`src/rtl/dbg_irq_pkg.sv`:
```
package dbg_irq_pkg;
  localparam logic [7:0] OFF_LED   = 8'h00;
  localparam logic [7:0] OFF_BTN   = 8'h08;
  localparam logic [7:0] OFF_PEND  = 8'h10;
  localparam logic [7:0] OFF_CLR   = 8'h20;
  localparam logic [7:0] OFF_DIS   = 8'h38;
  localparam logic [7:0] OFF_ID0   = 8'h40;
  localparam logic [7:0] OFF_ID1   = 8'h48;
  localparam logic [7:0] OFF_REV   = 8'h50;
  localparam logic [7:0] OFF_ID2   = 8'h58;
  localparam logic [15:0] ID0_WORD = 16'hAAAA;
  localparam logic [15:0] ID1_WORD = 16'h5555;
  localparam logic [15:0] ID2_WORD = 16'hCAFE;
endpackage

```
`src/rtl/dbg_sync_bank.sv`:
```
module dbg_sync_bank #(
  parameter int W = 16
) (
  input  logic         clk,
  input  logic         rst_n,
  input  logic [W-1:0] d,
  output logic [W-1:0] q
);
  for (genvar i = 0; i < W; i++) begin : g_bit
    logic meta_q, sync_q;
    always_ff @(posedge clk) begin
      if (!rst_n) begin
        meta_q <= 1'b0;
        sync_q <= 1'b0;
      end else begin
        meta_q <= d[i];
        sync_q <= meta_q;
      end
    end
    assign q[i] = sync_q;
  end
endmodule

```
`src/rtl/dbg_irq_core.sv`:
```
module dbg_irq_core #(
  parameter int NUM_LINES = 16
) (
  input  logic                 clk,
  input  logic                 rst_n,
  input  logic [NUM_LINES-1:0] src_sync,
  input  logic                 dis_we,
  input  logic                 clr_we,
  input  logic [NUM_LINES-1:0] wdata,
  output logic [NUM_LINES-1:0] pend_q,
  output logic [NUM_LINES-1:0] dis_q,
  output logic [NUM_LINES-1:0] clr_q,
  output logic                 irq_n
);
  logic [NUM_LINES-1:0] live;
  assign live = pend_q & ~dis_q;

  always_ff @(posedge clk) begin
    if (!rst_n) begin
      pend_q <= '0;
      dis_q  <= '1;
      clr_q  <= '0;
      irq_n  <= 1'b1;
    end else begin
      if (dis_we) dis_q <= wdata;
      if (clr_we) clr_q <= wdata;
      pend_q <= (pend_q | src_sync) & ~clr_q;
      irq_n  <= ~(|live);
    end
  end
endmodule

```
`src/rtl/dbg_read_mux.sv`:
```
module dbg_read_mux
  import dbg_irq_pkg::*;
#(
  parameter int ADDR_W = 8,
  parameter int DATA_W = 16,
  parameter logic [DATA_W-1:0] REV = 16'h0103
) (
  input  logic              clk,
  input  logic              rst_n,
  input  logic              re,
  input  logic [ADDR_W-1:0] addr,
  input  logic [DATA_W-1:0] led,
  input  logic [DATA_W-1:0] btn,
  input  logic [DATA_W-1:0] pend,
  input  logic [DATA_W-1:0] clr,
  input  logic [DATA_W-1:0] dis,
  output logic [DATA_W-1:0] rdata
);
  logic [DATA_W-1:0] sel;

  always_comb begin
    case (addr)
      ADDR_W'(OFF_LED):  sel = led;
      ADDR_W'(OFF_BTN):  sel = btn;
      ADDR_W'(OFF_PEND): sel = pend;
      ADDR_W'(OFF_CLR):  sel = clr;
      ADDR_W'(OFF_DIS):  sel = dis;
      ADDR_W'(OFF_ID0):  sel = DATA_W'(ID0_WORD);
      ADDR_W'(OFF_ID1):  sel = DATA_W'(ID1_WORD);
      ADDR_W'(OFF_REV):  sel = REV;
      ADDR_W'(OFF_ID2):  sel = DATA_W'(ID2_WORD);
      default:           sel = '0;
    endcase
  end

  always_ff @(posedge clk) begin
    if (!rst_n) rdata <= '0;
    else        rdata <= re ? sel : '0;
  end
endmodule

```
`src/rtl/dbg_irq_hub.sv`:
```
module dbg_irq_hub
  import dbg_irq_pkg::*;
#(
  parameter int ADDR_W    = 8,
  parameter int DATA_W    = 16,
  parameter int NUM_LINES = 16,
  parameter int BTN_W     = 2,
  parameter logic [DATA_W-1:0] REV = 16'h0103
) (
  input  logic              clk,
  input  logic              rst_n,
  input  logic [ADDR_W-1:0] bus_addr,
  input  logic              bus_we,
  input  logic [DATA_W-1:0] bus_wdata,
  input  logic              bus_re,
  output logic [DATA_W-1:0] bus_rdata,
  input  logic [NUM_LINES-1:0] irq_src,
  input  logic [BTN_W-1:0]  btn_in,
  output logic [DATA_W-1:0] led_out,
  output logic              irq_n
);
  logic [NUM_LINES-1:0] src_sync, pend_q, dis_q, clr_q;
  logic [BTN_W-1:0]     btn_sync;
  logic [DATA_W-1:0]    led_q, btn_x, pend_x, dis_x, clr_x;
  logic                 dis_we, clr_we, led_we;

  assign dis_we = bus_we && (bus_addr == ADDR_W'(OFF_DIS));
  assign clr_we = bus_we && (bus_addr == ADDR_W'(OFF_CLR));
  assign led_we = bus_we && (bus_addr == ADDR_W'(OFF_LED));

  dbg_sync_bank #(.W(NUM_LINES)) u_src_sync (
    .clk(clk), .rst_n(rst_n), .d(irq_src), .q(src_sync));

  dbg_sync_bank #(.W(BTN_W)) u_btn_sync (
    .clk(clk), .rst_n(rst_n), .d(btn_in), .q(btn_sync));

  dbg_irq_core #(.NUM_LINES(NUM_LINES)) u_core (
    .clk(clk), .rst_n(rst_n), .src_sync(src_sync),
    .dis_we(dis_we), .clr_we(clr_we), .wdata(bus_wdata[NUM_LINES-1:0]),
    .pend_q(pend_q), .dis_q(dis_q), .clr_q(clr_q), .irq_n(irq_n));

  always_ff @(posedge clk) begin
    if (!rst_n)      led_q <= '0;
    else if (led_we) led_q <= bus_wdata;
  end
  assign led_out = led_q;

  always_comb begin
    btn_x  = '0;
    pend_x = '0;
    dis_x  = '0;
    clr_x  = '0;
    btn_x[BTN_W-1:0]      = btn_sync;
    pend_x[NUM_LINES-1:0] = pend_q;
    dis_x[NUM_LINES-1:0]  = dis_q;
    clr_x[NUM_LINES-1:0]  = clr_q;
  end

  dbg_read_mux #(.ADDR_W(ADDR_W), .DATA_W(DATA_W), .REV(REV)) u_rd (
    .clk(clk), .rst_n(rst_n), .re(bus_re), .addr(bus_addr),
    .led(led_q), .btn(btn_x), .pend(pend_x), .clr(clr_x), .dis(dis_x),
    .rdata(bus_rdata));
endmodule

```
`config.mk`:
```
export PLATFORM = sky130hd
export DESIGN_NAME = dbg_irq_hub
export DESIGN_NICKNAME = d
export VERILOG_FILES = /design/src/rtl/dbg_irq_pkg.sv /design/src/rtl/dbg_sync_bank.sv /design/src/rtl/dbg_irq_core.sv /design/src/rtl/dbg_read_mux.sv /design/src/rtl/dbg_irq_hub.sv
export SDC_FILE = /design/constraint.sdc
export NUM_CORES = 1
export LEC_CHECK = 0
export CAP_MARGIN = 20
export CORE_MARGIN = 4
export CORE_UTILIZATION = 45
export CTS_CLUSTER_DIAMETER = 60
export DETAILED_ROUTE_END_ITERATION = 12
export GPL_ROUTABILITY_DRIVEN = 0
export PLACE_DENSITY = 0.77
export SYNTH_ARGS = -nofsm -noshare
export SYNTH_HDL_FRONTEND = slang
export SYNTH_SLANG_ARGS = --single-unit
```
`constraint.sdc`:
```
create_clock -name clk -period 5.94 [get_ports clk]
set_clock_uncertainty 0.05 [all_clocks]
set_input_delay 1.782 -clock clk [delete_from_list [all_inputs] [get_ports clk]]
set_output_delay 1.782 -clock clk [all_outputs]
set_load 0.005 [all_outputs]
```
==> results of run 1 <==
==> Yosys cell counts, types with 2 or more instances <==
master,number,share of area [%]
sky130_fd_sc_hd__o22ai_1,2,0.27
sky130_fd_sc_hd__a21oi_1,6,0.64
sky130_fd_sc_hd__o2bb2ai_1,9,1.7
sky130_fd_sc_hd__nand4_1,2,0.27
sky130_fd_sc_hd__a32oi_1,2,0.37
sky130_fd_sc_hd__o21ai_0,7,0.75
sky130_fd_sc_hd__nor2_1,35,2.8
sky130_fd_sc_hd__a221oi_1,6,1.1
sky130_fd_sc_hd__a2111oi_0,2,0.37
sky130_fd_sc_hd__nand2_1,37,3.0
sky130_fd_sc_hd__and2_1,40,5.3
sky130_fd_sc_hd__buf_6,3,0.72
sky130_fd_sc_hd__a22oi_1,4,0.64
sky130_fd_sc_hd__nor3_4,2,0.69
sky130_fd_sc_hd__a211oi_1,2,0.32
sky130_fd_sc_hd__nor3b_1,21,3.4
sky130_fd_sc_hd__mux2i_1,41,8.7
sky130_fd_sc_hd__o211ai_1,3,0.48
sky130_fd_sc_hd__and3_1,3,0.40
sky130_fd_sc_hd__dfxtp_1,117,50
sky130_fd_sc_hd__a22o_1,3,0.56
sky130_fd_sc_hd__inv_1,10,0.80
sky130_fd_sc_hd__buf_2,10,1.1
sky130_fd_sc_hd__nand3_1,19,2.0
sky130_fd_sc_hd__nand2b_1,3,0.40
sky130_fd_sc_hd__a21o_1,8,1.3
sky130_fd_sc_hd__nor3_1,2,0.21
sky130_fd_sc_hd__clkbuf_1,17,1.4
sky130_fd_sc_hd__a31oi_1,2,0.27
sky130_fd_sc_hd__nor2b_1,40,5.3
sky130_fd_sc_hd__buf_12,2,0.85
==> power by group through the flow <==
stage,Combinational (W),Sequential [W],Clock (W)
2_1_floorplan,0.0000620,0.000825,0
4_1_cts,0.000107,0.000812,0.00103
6_report,0.000107,0.000813,0.00101
3_3_place_gp,0.000104,0.000828,0
3_5_place_dp,0.000107,0.000829,0
5_1_grt,0.000117,0.000814,0.00106
==> cell usage in the layout (no fill, tap or decap), types with 2 or more instances in the layout <==
master / netlist / final
sky130_fd_sc_hd__dfxtp_1: 117 / 117
sky130_fd_sc_hd__clkdlybuf4s50_1: 0 / 77
sky130_fd_sc_hd__mux2i_1: 41 / 41
sky130_fd_sc_hd__nor2b_1: 40 / 40
sky130_fd_sc_hd__and2_1: 40 / 40
sky130_fd_sc_hd__nand2_1: 37 / 37
sky130_fd_sc_hd__nor2_1: 35 / 35
sky130_fd_sc_hd__nor3b_1: 21 / 21
sky130_fd_sc_hd__nand3_1: 19 / 19
sky130_fd_sc_hd__clkbuf_16: 0 / 16
sky130_fd_sc_hd__inv_1: 10 / 10
sky130_fd_sc_hd__o2bb2ai_1: 9 / 9
sky130_fd_sc_hd__a21o_1: 8 / 8
sky130_fd_sc_hd__o21ai_0: 7 / 7
sky130_fd_sc_hd__a21oi_1: 6 / 6
sky130_fd_sc_hd__a221oi_1: 6 / 6
sky130_fd_sc_hd__clkbuf_8: 0 / 5
sky130_fd_sc_hd__a22oi_1: 4 / 4
sky130_fd_sc_hd__clkinv_2: 0 / 4
sky130_fd_sc_hd__o211ai_1: 3 / 3
sky130_fd_sc_hd__nand2b_1: 3 / 3
sky130_fd_sc_hd__and3_1: 3 / 3
sky130_fd_sc_hd__a22o_1: 3 / 3
sky130_fd_sc_hd__bufinv_16: 0 / 3
sky130_fd_sc_hd__buf_4: 1 / 3
sky130_fd_sc_hd__nor3_4: 2 / 2
sky130_fd_sc_hd__nand4_1: 2 / 2
sky130_fd_sc_hd__nor3_1: 2 / 2
sky130_fd_sc_hd__a2111oi_0: 2 / 2
sky130_fd_sc_hd__a211oi_1: 2 / 2
sky130_fd_sc_hd__a32oi_1: 2 / 2
sky130_fd_sc_hd__a31oi_1: 2 / 2
sky130_fd_sc_hd__o22ai_1: 2 / 2
sky130_fd_sc_hd__clkinvlp_4: 0 / 2
==> layer usage <==
| layer | track usage, % | up-vias | part of all wire [%] | wire length (µm) |
|---|---|---|---|---|
| met5 | 0 | - | 0 | 0 |
| met4 | 10.7 | 0 | 2.6 | 295 |
| met3 | 5.24 | 25 | 6.9 | 774 |
| met2 | 31.2 | 134 | 49 | 5510 |
| met1 | 23.7 | 1761 | 42 | 4700 |
| li1 | - | 1793 | - | - |
==> metrics by stage <==
step | total power [W] | hold WS, ns | util (%) | cells
2_1_floorplan | 0.000887 | 0.362 | - | 480
6_report | 0.00193 | 0.380 | 59.3 | 695
3_5_place_dp | 0.000935 | 0.367 | 53.5 | 664
3_3_place_gp | 0.000932 | 0.367 | 53.5 | 664
5_1_grt | 0.00199 | 0.397 | 59.3 | 695
4_1_cts | 0.00195 | 0.380 | 59.3 | 695
==> registers in the layout (all words and copies together), names as in the netlist <==
register	cells
led_out	16
u_core.clr_q	16
u_core.dis_q	16
u_core.pend_q	16
u_rd.rdata	16
u_src_sync.g_bit.meta_q	16
u_src_sync.g_bit.sync_q	16
u_btn_sync.g_bit.meta_q	2
u_btn_sync.g_bit.sync_q	2
u_core.irq_n	1
==> layout make-up <==
cell class                 count  area [µm²]
clock buffer                  22         473
timing repair buffer          81         798
inverter                      10        37.5
sequential                   117        2340
tap                          136         170
clock inverter                 9         125
fill                         858        4160
multi-input combinational    320        2120
==> worst max-delay path: cells and delay by family <==
kind	cells	cell delay, ns
compound gates	2	0.65
buf+inv	1	0.93
simple gates	2	1.00
==> kinds of logic (layout without fill, tap and decap cells) <==
group | count (synthesis) | count (layout)
simple gates | 216 | 216
mux | 42 | 42
buf+inv | 43 | 122
compound gates | 62 | 62
flops | 117 | 117
==> how the worst max path moves through the flow <==
stage | from | endpoint | slack (ns)
floorplan | bus_addr[7] | u_core.clr_q[10] | 2.84
global placement | bus_addr[4] | u_rd.rdata[8] | 1.50
detailed placement | bus_addr[4] | u_rd.rdata[8] | 1.43
CTS | bus_addr[4] | u_rd.rdata[8] | 1.96
global route | bus_addr[4] | u_rd.rdata[8] | 1.74
finish | bus_addr[4] | u_rd.rdata[8] | 1.92
==> implementation parameters, run 1 <==
Parameter                              Value

Synthesis
  Avg Cell Area, Syn ... 9.79 µm²
  Post-synthesis compound-gate area fraction ... 9.85%
  Number of enable flip-flop cells after synthesis ... 0
  Proportion of register bits with asynchronous set or reset after synthesis ... 0%
  Number of distinct library cells after synthesis ... 51
  Simple-Gate Fraction of Synth Area ... 26.4%
  Adder-cell area share of the yosys netlist ... 0%
  Most common flop cell mapped by yosys ... sky130_fd_sc_hd__dfxtp_1
  Summed instance area of the synthesized netlist ... 4700 µm²
  Number of instances in the synthesized netlist ... 480
  Seq cells post-synth ... 117
  Post-synthesis xor/xnor area fraction ... 0%
  Multiplexer fraction of the synthesized cell area ... 8.97%
  Share of the yosys chip area belonging to registers ... 49.9%
  Post-synthesis net count ... 526
  Number of warnings reported in the yosys synthesis log ... 0
  Main combinational cell family by area after synthesis ... simple AND/OR/NAND/NOR gates

Floorplan
  Top-level port count ... 79
  Die Footprint ... 12100 µm²
  Rows ... 37
  Vertical die dimension ... 110 µm
  Die X-Extent ... 110 µm
  Floorplan Core Area ... 10200 µm²
  Initial core utilization ... 45.9%

Power and ir drop
  Sw Ratio ... 20.5%
  Internal Pwr Total ... 0.00154 W
  Portion of total power attributed to the clock network ... 52.4%
  Leakage ... 2.38 nW
  Peak ir drop on the vdd network ... 0.204 mV
  Areal power density over the cells ... 318 nW/µm²
  Sequential group share of total power ... 42.0%
  Switching component of the power ... 0.000396 W
  Combinational Power Share ... 5.6%

Timing
  Final Hold Viols ... 0
  Count of endpoints failing setup in the final report ... 0
  Unrepaired setup endpoints after global routing ... no
  Transition time at the pin with the least slew margin ... 1.03 ns
  Slew Viols, Final ... 0
  Setup_tns ... 0 ns
  Crit share post-route ... 67.6%
  Achievable clock frequency ... 0.249 GHz
  Max-Slew Margin vs Limit ... 31.3%
  Min setup slack post-route ... 1.92 ns
  Time the worst path needs with I/O delays and setup ... 4.02 ns

Clock network
  Number of post-CTS setup repair buffers ... 0
  Post-CTS Hold Fix Bufs ... 0
  TritonCTS clock tree ... built
  Clock transition at the registers of the reported paths ... 0.05 ns
  Clk sink count ... 117
  Level count of the clock H-tree ... 4
  Number of instances resized during post-cts repair ... 0
  Worst-Skew Late Latency ... 0.52 ns
  Number of buffers on the longest clock path ... 2
  Root buffer cell ... sky130_fd_sc_hd__clkbuf_8
  Number of buffers inserted during clock tree synthesis ... 17

Layout
  Non-Filler Cell Area, Final ... 6070 µm²
  Nets@finish ... 593
  Fraction of layout instances using a drive strength above 1 ... 7.87%
  Number of antenna cells inserted ... 0
  Synthesis-to-layout area growth ... 29.2%

Critical path
  Register-to-Register Path Depth ... 4
  Worst reg2reg setup slack ... 3.96 ns
  Chain of cells forming the critical path ... clkdlybuf4s50_1 > and2b_2 > o21ai_0 > nand4_1 > a221oi_1
  Required time of the worst setup path ... 6.30 ns
  Critical Path Source Type ... input port
  Maximum single-stage delay on the critical path ... 0.93 ns
  CP Class ... in -> reg
  Crit path capture type ... register
  Launching point of the worst reg2reg path ... u_core.pend_q[7]
  Worst path arrival time ... 4.38 ns
  Endpoint of the worst register-to-register path ... u_core.irq_n
  Slowest-stage cell, CP ... sky130_fd_sc_hd__clkdlybuf4s50_1
  CP max FO ... 21

Place
  Worst slack after detailed placement ... 1.43 ns
  Placed inst area ... 5470 µm²
  Count of input and output buffers ... 78
  Final HPWL from detailed placement ... 7.53 mm

Global route
  Gr usage total ... 19.5%
  Number of global-route vias before repair ... 3598
  First-pass GRT wire length ... 17.9 mm
  Number of antenna violations at the first check in global routing ... 0
  Overall overflow remaining after global route ... 0
  Largest net degree at the start of global routing ... 102

Routing
  DRT iter0 DRCs ... 253
  Count of unresolved DRC violations after routing ... 0
  Post-DR wirelength/cell ... 16.2 µm
  Number of nets with antenna violations after routing ... 0
  Total via count after detailed routing ... 3713
  Wire length after detailed routing ... 11.3 mm
  Average via count per standard cell ... 5.34
  1st-pass router iterations ... 4

Min path
  Worst Min Path Start ... u_src_sync.g_bit[3].meta_q
  Number of stages on the worst hold path ... 1
  Worst Hold End ... u_src_sync.g_bit[3].sync_q
  Class of the tightest hold or removal check ... reg -> reg

Flow run
  Max_cap viols ... 0

Outcome
  Outcome ... finished, final reports clean
No activity file was read; power rests on OpenSTA's default activity.
==> run 2: changes to the inputs <==
==> constraint.sdc (replaced) <==
create_clock -name clk -period 3.8 [get_ports clk]
set_clock_uncertainty 0.05 [all_clocks]
set_input_delay 1.14 -clock clk [delete_from_list [all_inputs] [get_ports clk]]
set_output_delay 1.14 -clock clk [all_outputs]
set_load 0.005 [all_outputs]
==> run 2 against run 1 <==
Compared with the run above:
- routed wire length increased by 4.3%
- design area up 1.4%
- non-clock buffer count increased by 11
- combinational power up 64%
- utilization is 0.84 points higher
- clock power grew 60%
- register-to-register slack worse by 2.2 ns
- sequential power is 56% higher
- cell count is 1.6% higher
- worst setup slack got worse by 0.95 ns
- critical path depth unchanged
- largest cell class unchanged
==> implementation parameters, run 2 (synthesis gave the netlist of run 1 again) <==
Parameter                              Value

Critical path
  CP max FO ... 16 (-24%)
  Critical Path Source Type ... input port
  Chain of cells forming the critical path ... clkdlybuf4s50_1 > nor3_4 > and4_4 > mux2i_1 > nor2b_1
  Slowest-stage cell, CP ... sky130_fd_sc_hd__clkdlybuf4s50_1
  Endpoint of the worst register-to-register path ... u_core.irq_n
  Crit path capture type ... register
  Launching point of the worst reg2reg path ... u_core.pend_q[7]
  Worst reg2reg setup slack ... 1.72 ns (-2.24 ns)
  CP Class ... in -> reg
  Maximum single-stage delay on the critical path ... 0.63 ns (-0.30 ns)
  Required time of the worst setup path ... 4.15 ns (-2.15 ns)
  Worst path arrival time ... 3.18 ns (-1.20 ns)
  Register-to-Register Path Depth ... 4 (unchanged)

Layout
  Nets@finish ... 604 (+1.9%)
  Number of antenna cells inserted ... 0 (unchanged)
  Synthesis-to-layout area growth ... 31.0%
  Most frequent cells in the layout ... 117 x sky130_fd_sc_hd__dfxtp_1, 77 x sky130_fd_sc_hd__clkdlybuf4s50_1, 41 x sky130_fd_sc_hd__mux2i_1
  Share of the core filled with cells in the final layout ... 60.2% (+0.84 points)
  # fillers ... 846 (-1.4%)
  Commonest non-fill, non-tap cell in the layout ... sky130_fd_sc_hd__dfxtp_1
  Fraction of layout instances using a drive strength above 1 ... 9.47% (+1.6 points)

Clock network
  Root buffer cell ... sky130_fd_sc_hd__clkbuf_8
  TritonCTS clock tree ... built
  Number of buffers on the longest clock path ... 2 (unchanged)
  Level count of the clock H-tree ... 4 (unchanged)
  Worst-Skew Late Latency ... 0.51 ns (about the same)
  Number of buffers inserted during clock tree synthesis ... 17 (unchanged)
  Number of instances resized during post-cts repair ... 0 (unchanged)
  Clk sink count ... 117 (unchanged)
  Number of post-CTS setup repair buffers ... 0 (unchanged)
  Clock transition at the registers of the reported paths ... 0.06 ns (about the same)
  Post-CTS Hold Fix Bufs ... 0 (unchanged)

Floorplan
  Top-level port count ... 79 (unchanged)
  Initial core utilization ... 45.9% (unchanged)
  Floorplan Core Area ... 10200 µm² (unchanged)
  Die X-Extent ... 110 µm (unchanged)
  Die Footprint ... 12100 µm² (unchanged)
  Rows ... 37 (unchanged)
  Vertical die dimension ... 110 µm (unchanged)

Outcome
  Outcome ... finished, final reports clean

Timing
  Setup_tns ... 0 ns (unchanged)
  Achievable clock frequency ... 0.353 GHz
  Slew Viols, Final ... 0 (unchanged)
  Transition time at the pin with the least slew margin ... 0.709 ns (-0.319 ns)
  Max-Slew Margin vs Limit ... 52.6% (+21 points)
  Crit share post-route ... 74.5%
  Time the worst path needs with I/O delays and setup ... 2.83 ns
  Unrepaired setup endpoints after global routing ... no
  Count of endpoints failing setup in the final report ... 0 (unchanged)
  Final Hold Viols ... 0 (unchanged)

Place
  Final HPWL from detailed placement ... 7.91 mm (+5.0%)
  Count of input and output buffers ... 78 (unchanged)

Global route
  First-pass GRT wire length ... 18.7 mm (+4.8%)
  Number of global-route vias before repair ... 3755 (+4.4%)
  Largest net degree at the start of global routing ... 62 (-39%)
  Number of antenna violations at the first check in global routing ... 0 (unchanged)
  Gr usage total ... 20.4% (+0.89 points)
  Overall overflow remaining after global route ... 0 (unchanged)

Routing
  Number of nets with antenna violations after routing ... 0 (unchanged)
  DRT iter0 DRCs ... 236 (-6.7%)
  Post-DR wirelength/cell ... 16.6 µm (+2.7%)
  1st-pass router iterations ... 5 (+1)
  Total via count after detailed routing ... 3801 (+2.4%)
  Average via count per standard cell ... 5.38 (+0.78%)
  Count of unresolved DRC violations after routing ... 0 (unchanged)
  Wire length after detailed routing ... 11.8 mm (+4.3%)

Min path
  Class of the tightest hold or removal check ... reg -> reg
  Number of stages on the worst hold path ... 1 (unchanged)
  Worst Hold End ... u_src_sync.g_bit[12].sync_q
  Worst Min Path Start ... u_src_sync.g_bit[12].meta_q

Power and ir drop
  Peak ir drop on the vdd network ... 0.257 mV (+26%)
  Leakage ... 2.43 nW (+2.0%)
  Areal power density over the cells ... 497 nW/µm² (+56%)

Flow run
  Max_cap viols ... 0 (unchanged)
==> run 2: cell types whose count changed in the layout (fill, tap and decap cells not counted), sizes merged <==
cell    previous run  this run
buf                4        15
clkbuf            22        19
bufinv             3         4
clkinv             4         5
inv               10        11
==> run 2: worst max-delay path by stage <==
| stage | from | slack (ns) | depth (start not counted) | endpoint |
|---|---|---|---|---|
| after floorplan | bus_addr[7] | 1.34 | 7 | u_core.clr_q[10] |
| after global placement | bus_addr[7] | 0.55 | 5 | u_core.clr_q[6] |
| after detailed placement | bus_addr[7] | 0.50 | 5 | u_core.clr_q[0] |
| after CTS | bus_addr[7] | 1.02 | 5 | u_core.clr_q[0] |
| after global routing | bus_addr[7] | 0.92 | 5 | led_out[10] |
| final | bus_addr[7] | 0.97 | 5 | u_core.clr_q[0] |
==> run 2: cell type report <==
cell class / count / area [µm²] / area share (%)
sequential: 117 / 2340 / 38.0
tap: 136 / 170 / 2.76
clock inverter: 12 / 180 / 2.93
clock buffer: 19 / 422 / 6.85
inverter: 10 / 37.5 / 0.610
multi-input combinational: 320 / 2120 / 34.5
timing repair buffer: 92 / 881 / 14.3
==> run 2: where the power goes <==
| part | internal (W) | total, W | switching [W] |
|---|---|---|---|
| clock network | 0.00106 | 0.00162 | 0.000556 |
| logic | 0.0000923 | 0.000175 | 0.0000827 |
| registers | 0.00126 | 0.00127 | 0.0000139 |
| total | 0.00241 | 0.00306 | 0.000653 |
==> run 2: critical path, delay by kind of cell <==
kind / cells / cell delay, ns
and+or+nand+nor: 3 / 1.14
muxes: 1 / 0.26
buffers and inverters: 1 / 0.63
==> run 2: metrics by stage <==
step / cell area [µm²] / cells / hold slack, ns / worst slack [ns] / power (W)
floorplan: 4700 / 480 / 0.362 / 1.34 / 0.00139
global placement: 5550 / 675 / 0.364 / 0.552 / 0.00146
detailed placement: 5550 / 675 / 0.368 / 0.497 / 0.00147
CTS: 6160 / 706 / 0.380 / 1.02 / 0.00308
global route: 6160 / 706 / 0.391 / 0.916 / 0.00315
finish: 6160 / 706 / 0.379 / 0.968 / 0.00306
==> run 2: routing by layer <==
layer / up-vias / track usage, % / share of wire, %
met1: 1793 / 25.3 / 42
li1: 1807 / - / -
met3: 31 / 5.18 / 7.9
met5: - / 0 / 0
met2: 170 / 33.0 / 47
met4: 0 / 9.67 / 2.7
==> run 3: changes to the inputs <==
--- a/config.mk
+++ b/config.mk
@@ -11,7 +11,7 @@
 export CTS_CLUSTER_DIAMETER = 60
 export DETAILED_ROUTE_END_ITERATION = 12
 export GPL_ROUTABILITY_DRIVEN = 0
-export PLACE_DENSITY = 0.77
+export PLACE_DENSITY = 0.8
 export SYNTH_ARGS = -nofsm -noshare
 export SYNTH_HDL_FRONTEND = slang
 export SYNTH_SLANG_ARGS = --single-unit
==> constraint.sdc (replaced) <==
create_clock -name clk -period 2.3 [get_ports clk]
set_clock_uncertainty 0.05 [all_clocks]
set_input_delay 0.69 -clock clk [delete_from_list [all_inputs] [get_ports clk]]
set_output_delay 0.69 -clock clk [all_outputs]
set_load 0.005 [all_outputs]
==> run 3 against run 2 <==
Compared with the run above:
- sequential cell count is the same
- critical endpoint is now led_out[15]
- highest routed layer unchanged
- combinational power grew 91%
- cell count grew 4.4%
- non-clock buffer count grew 31
- via count grew 4.7%
- first-iteration DRC count grew 13%
- critical path type is now reg -> out
==> implementation parameters, run 3 (synthesis gave the netlist of run 1 again) <==
Parameter                              Value

Outcome
  Outcome ... finished, final reports clean

Clock network
  Clk sink count ... 117 (unchanged)
  Worst-Skew Late Latency ... 0.51 ns (about the same)
  Number of post-CTS setup repair buffers ... 0 (unchanged)
  Post-CTS Hold Fix Bufs ... 0 (unchanged)
  Clock transition at the registers of the reported paths ... 0.06 ns (about the same)
  Number of buffers on the longest clock path ... 2 (unchanged)
  TritonCTS clock tree ... built
  Number of instances resized during post-cts repair ... 0 (unchanged)
  Root buffer cell ... sky130_fd_sc_hd__clkbuf_8
  Level count of the clock H-tree ... 4 (unchanged)
  Number of buffers inserted during clock tree synthesis ... 17 (unchanged)

Power and ir drop
  Portion of total power attributed to the clock network ... 53.1% (+0.3 points)
  Internal Pwr Total ... 0.00415 W (+72%)
  Switching component of the power ... 0.00103 W (+58%)
  Combinational Power Share ... 6.4% (+0.7 points)
  Areal power density over the cells ... 795 nW/µm² (+60%)
  Post-route total power ... 0.00518 W (+69%)
  Peak ir drop on the vdd network ... 0.451 mV (+75%)
  Sequential group share of total power ... 40.5% (-1.0 points)
  Leakage ... 2.63 nW (+8.5%)
  Sw Ratio ... 19.9% (-1.4 points)

Layout
  Non-Filler Cell Area, Final ... 6520 µm² (+5.9%)
  # fillers ... 792 (-6.4%)
  Fraction of layout instances using a drive strength above 1 ... 14.3% (+4.8 points)
  Nets@finish ... 635 (+5.1%)
  Synthesis-to-layout area growth ... 38.7%
  Most frequent cells in the layout ... 117 x sky130_fd_sc_hd__dfxtp_1, 77 x sky130_fd_sc_hd__clkdlybuf4s50_1, 41 x sky130_fd_sc_hd__mux2i_1
  Commonest non-fill, non-tap cell in the layout ... sky130_fd_sc_hd__dfxtp_1
  Number of antenna cells inserted ... 0 (unchanged)

Timing
  Unrepaired setup endpoints after global routing ... no
  Max-Slew Margin vs Limit ... 55.9% (+3.3 points)
  Crit share post-route ... 95.6%
  Final Hold Viols ... 0 (unchanged)
  Slew Viols, Final ... 0 (unchanged)
  Time the worst path needs with I/O delays and setup ... 2.20 ns
  Count of endpoints failing setup in the final report ... 0 (unchanged)
  Achievable clock frequency ... 0.455 GHz
  Transition time at the pin with the least slew margin ... 0.660 ns (-0.0490 ns)

Place
  Count of input and output buffers ... 78 (unchanged)
  Placed inst area ... 5890 µm² (+6.0%)
  Final HPWL from detailed placement ... 8.50 mm (+7.5%)

Routing
  Post-DR wirelength/cell ... 16.8 µm (+0.71%)
  Count of unresolved DRC violations after routing ... 0 (unchanged)
  DRT iter0 DRCs ... 266 (+13%)
  1st-pass router iterations ... 6 (+1)
  Wire length after detailed routing ... 12.4 mm (+5.1%)
  Total via count after detailed routing ... 3979 (+4.7%)
  Average via count per standard cell ... 5.40 (+0.28%)
  Number of nets with antenna violations after routing ... 0 (unchanged)

Critical path
  Crit path capture type ... primary output
  Slowest-stage cell, CP ... sky130_fd_sc_hd__clkdlybuf4s50_1
  Endpoint of the worst register-to-register path ... u_core.irq_n
  Total stage count of the critical path ... 1 (-4)
  Maximum single-stage delay on the critical path ... 0.53 ns (-0.10 ns)
  Critical Path Source ... led_out[15]
  Critical Path Source Type ... register
  Crit path to ... led_out[15]
  Register-to-Register Path Depth ... 4 (unchanged)
  Chain of cells forming the critical path ... clkdlybuf4s50_1
  Launching point of the worst reg2reg path ... u_core.pend_q[11]
  CP Class ... reg -> out
  CP max FO ... 3 (-13)
  Worst path arrival time ... 1.46 ns (-1.72 ns)
  Worst reg2reg setup slack ... 0.51 ns (-1.21 ns)
  CP bufs+invs ... 1 (unchanged)
  Kind of cell adding the most delay to the critical path ... buffers and inverters
  Required time of the worst setup path ... 1.56 ns (-2.59 ns)

Min path
  Class of the tightest hold or removal check ... reg -> reg

Global route
  First-pass GRT wire length ... 19.8 mm (+5.7%)
  Number of antenna violations at the first check in global routing ... 0 (unchanged)
  Number of global-route vias before repair ... 3962 (+5.5%)
  Largest net degree at the start of global routing ... 102 (+65%)
  Overall overflow remaining after global route ... 0 (unchanged)
  Gr usage total ... 21.6% (+1.3 points)

Flow run
  Max_cap viols ... 0 (unchanged)

Floorplan
  Floorplan Core Area ... 10200 µm² (unchanged)
  Top-level port count ... 79 (unchanged)
  Initial core utilization ... 45.9% (unchanged)
  Die X-Extent ... 110 µm (unchanged)
  Rows ... 37 (unchanged)
  Vertical die dimension ... 110 µm (unchanged)
  Die Footprint ... 12100 µm² (unchanged)
[run 3: cell count changes in the layout (fill, tap and decap cells not counted), sizes merged]
cell / change
buf: +31
clkbuf: +4
clkinv: -3
inv: -1
[run 3: metrics by stage]
stage / setup WS (ns) / setup TNS, ns / cells / utilization (%) / hold WS (ns)
floorplan: 0.288 / 0 / 480 / - / 0.362
global placement: -0.193 / -4.77 / 706 / 57.5 / 0.367
detailed placement: -0.210 / -6.95 / 706 / 57.5 / 0.367
CTS: 0.0813 / 0 / 737 / 63.7 / 0.380
global route: 0.0581 / 0 / 737 / 63.7 / 0.392
finish: 0.101 / 0 / 737 / 63.7 / 0.379
[run 3: how the worst min path moves through the flow]
stage	start	endpoint	slack (ns)	depth (start not counted)
after floorplan	u_core.clr_q[15]	u_core.pend_q[15]	0.36	1
after global placement	u_src_sync.g_bit[7].meta_q	u_src_sync.g_bit[7].sync_q	0.37	1
after detailed placement	u_src_sync.g_bit[2].meta_q	u_src_sync.g_bit[2].sync_q	0.37	1
after CTS	u_src_sync.g_bit[2].meta_q	u_src_sync.g_bit[2].sync_q	0.38	1
after global routing	u_src_sync.g_bit[6].meta_q	u_src_sync.g_bit[6].sync_q	0.39	1
final	u_src_sync.g_bit[11].meta_q	u_src_sync.g_bit[11].sync_q	0.38	1
[run 3: area by class of cell]
cell class                 count  area, µm²  share of cell area [%]
clock buffer                  23        487                    7.47
clock inverter                 8        145                    2.23
inverter                      10       37.5                   0.576
multi-input combinational    320       2120                    32.6
sequential                   117       2340                    35.9
tap                          136        170                    2.61
timing repair buffer         123       1210                    18.6
[run 3: power groups by stage]
stage | registers (W) | clock network, W | logic [W]
floorplan | 0.00213 | 0 | 0.000160
global placement | 0.00214 | 0 | 0.000318
detailed placement | 0.00214 | 0 | 0.000326
CTS | 0.00210 | 0.00279 | 0.000330
global route | 0.00210 | 0.00289 | 0.000360
finish | 0.00210 | 0.00275 | 0.000334
[run 3: per-layer routing]
layer  up-vias  global-route usage [%]  share of wire, %
li1       1869                       -                 -
met1      1865                    26.3                41
met2       197                    33.9                48
met3        48                    6.46               7.5
met4         0                    12.4               3.8
met5         -                       0                 0
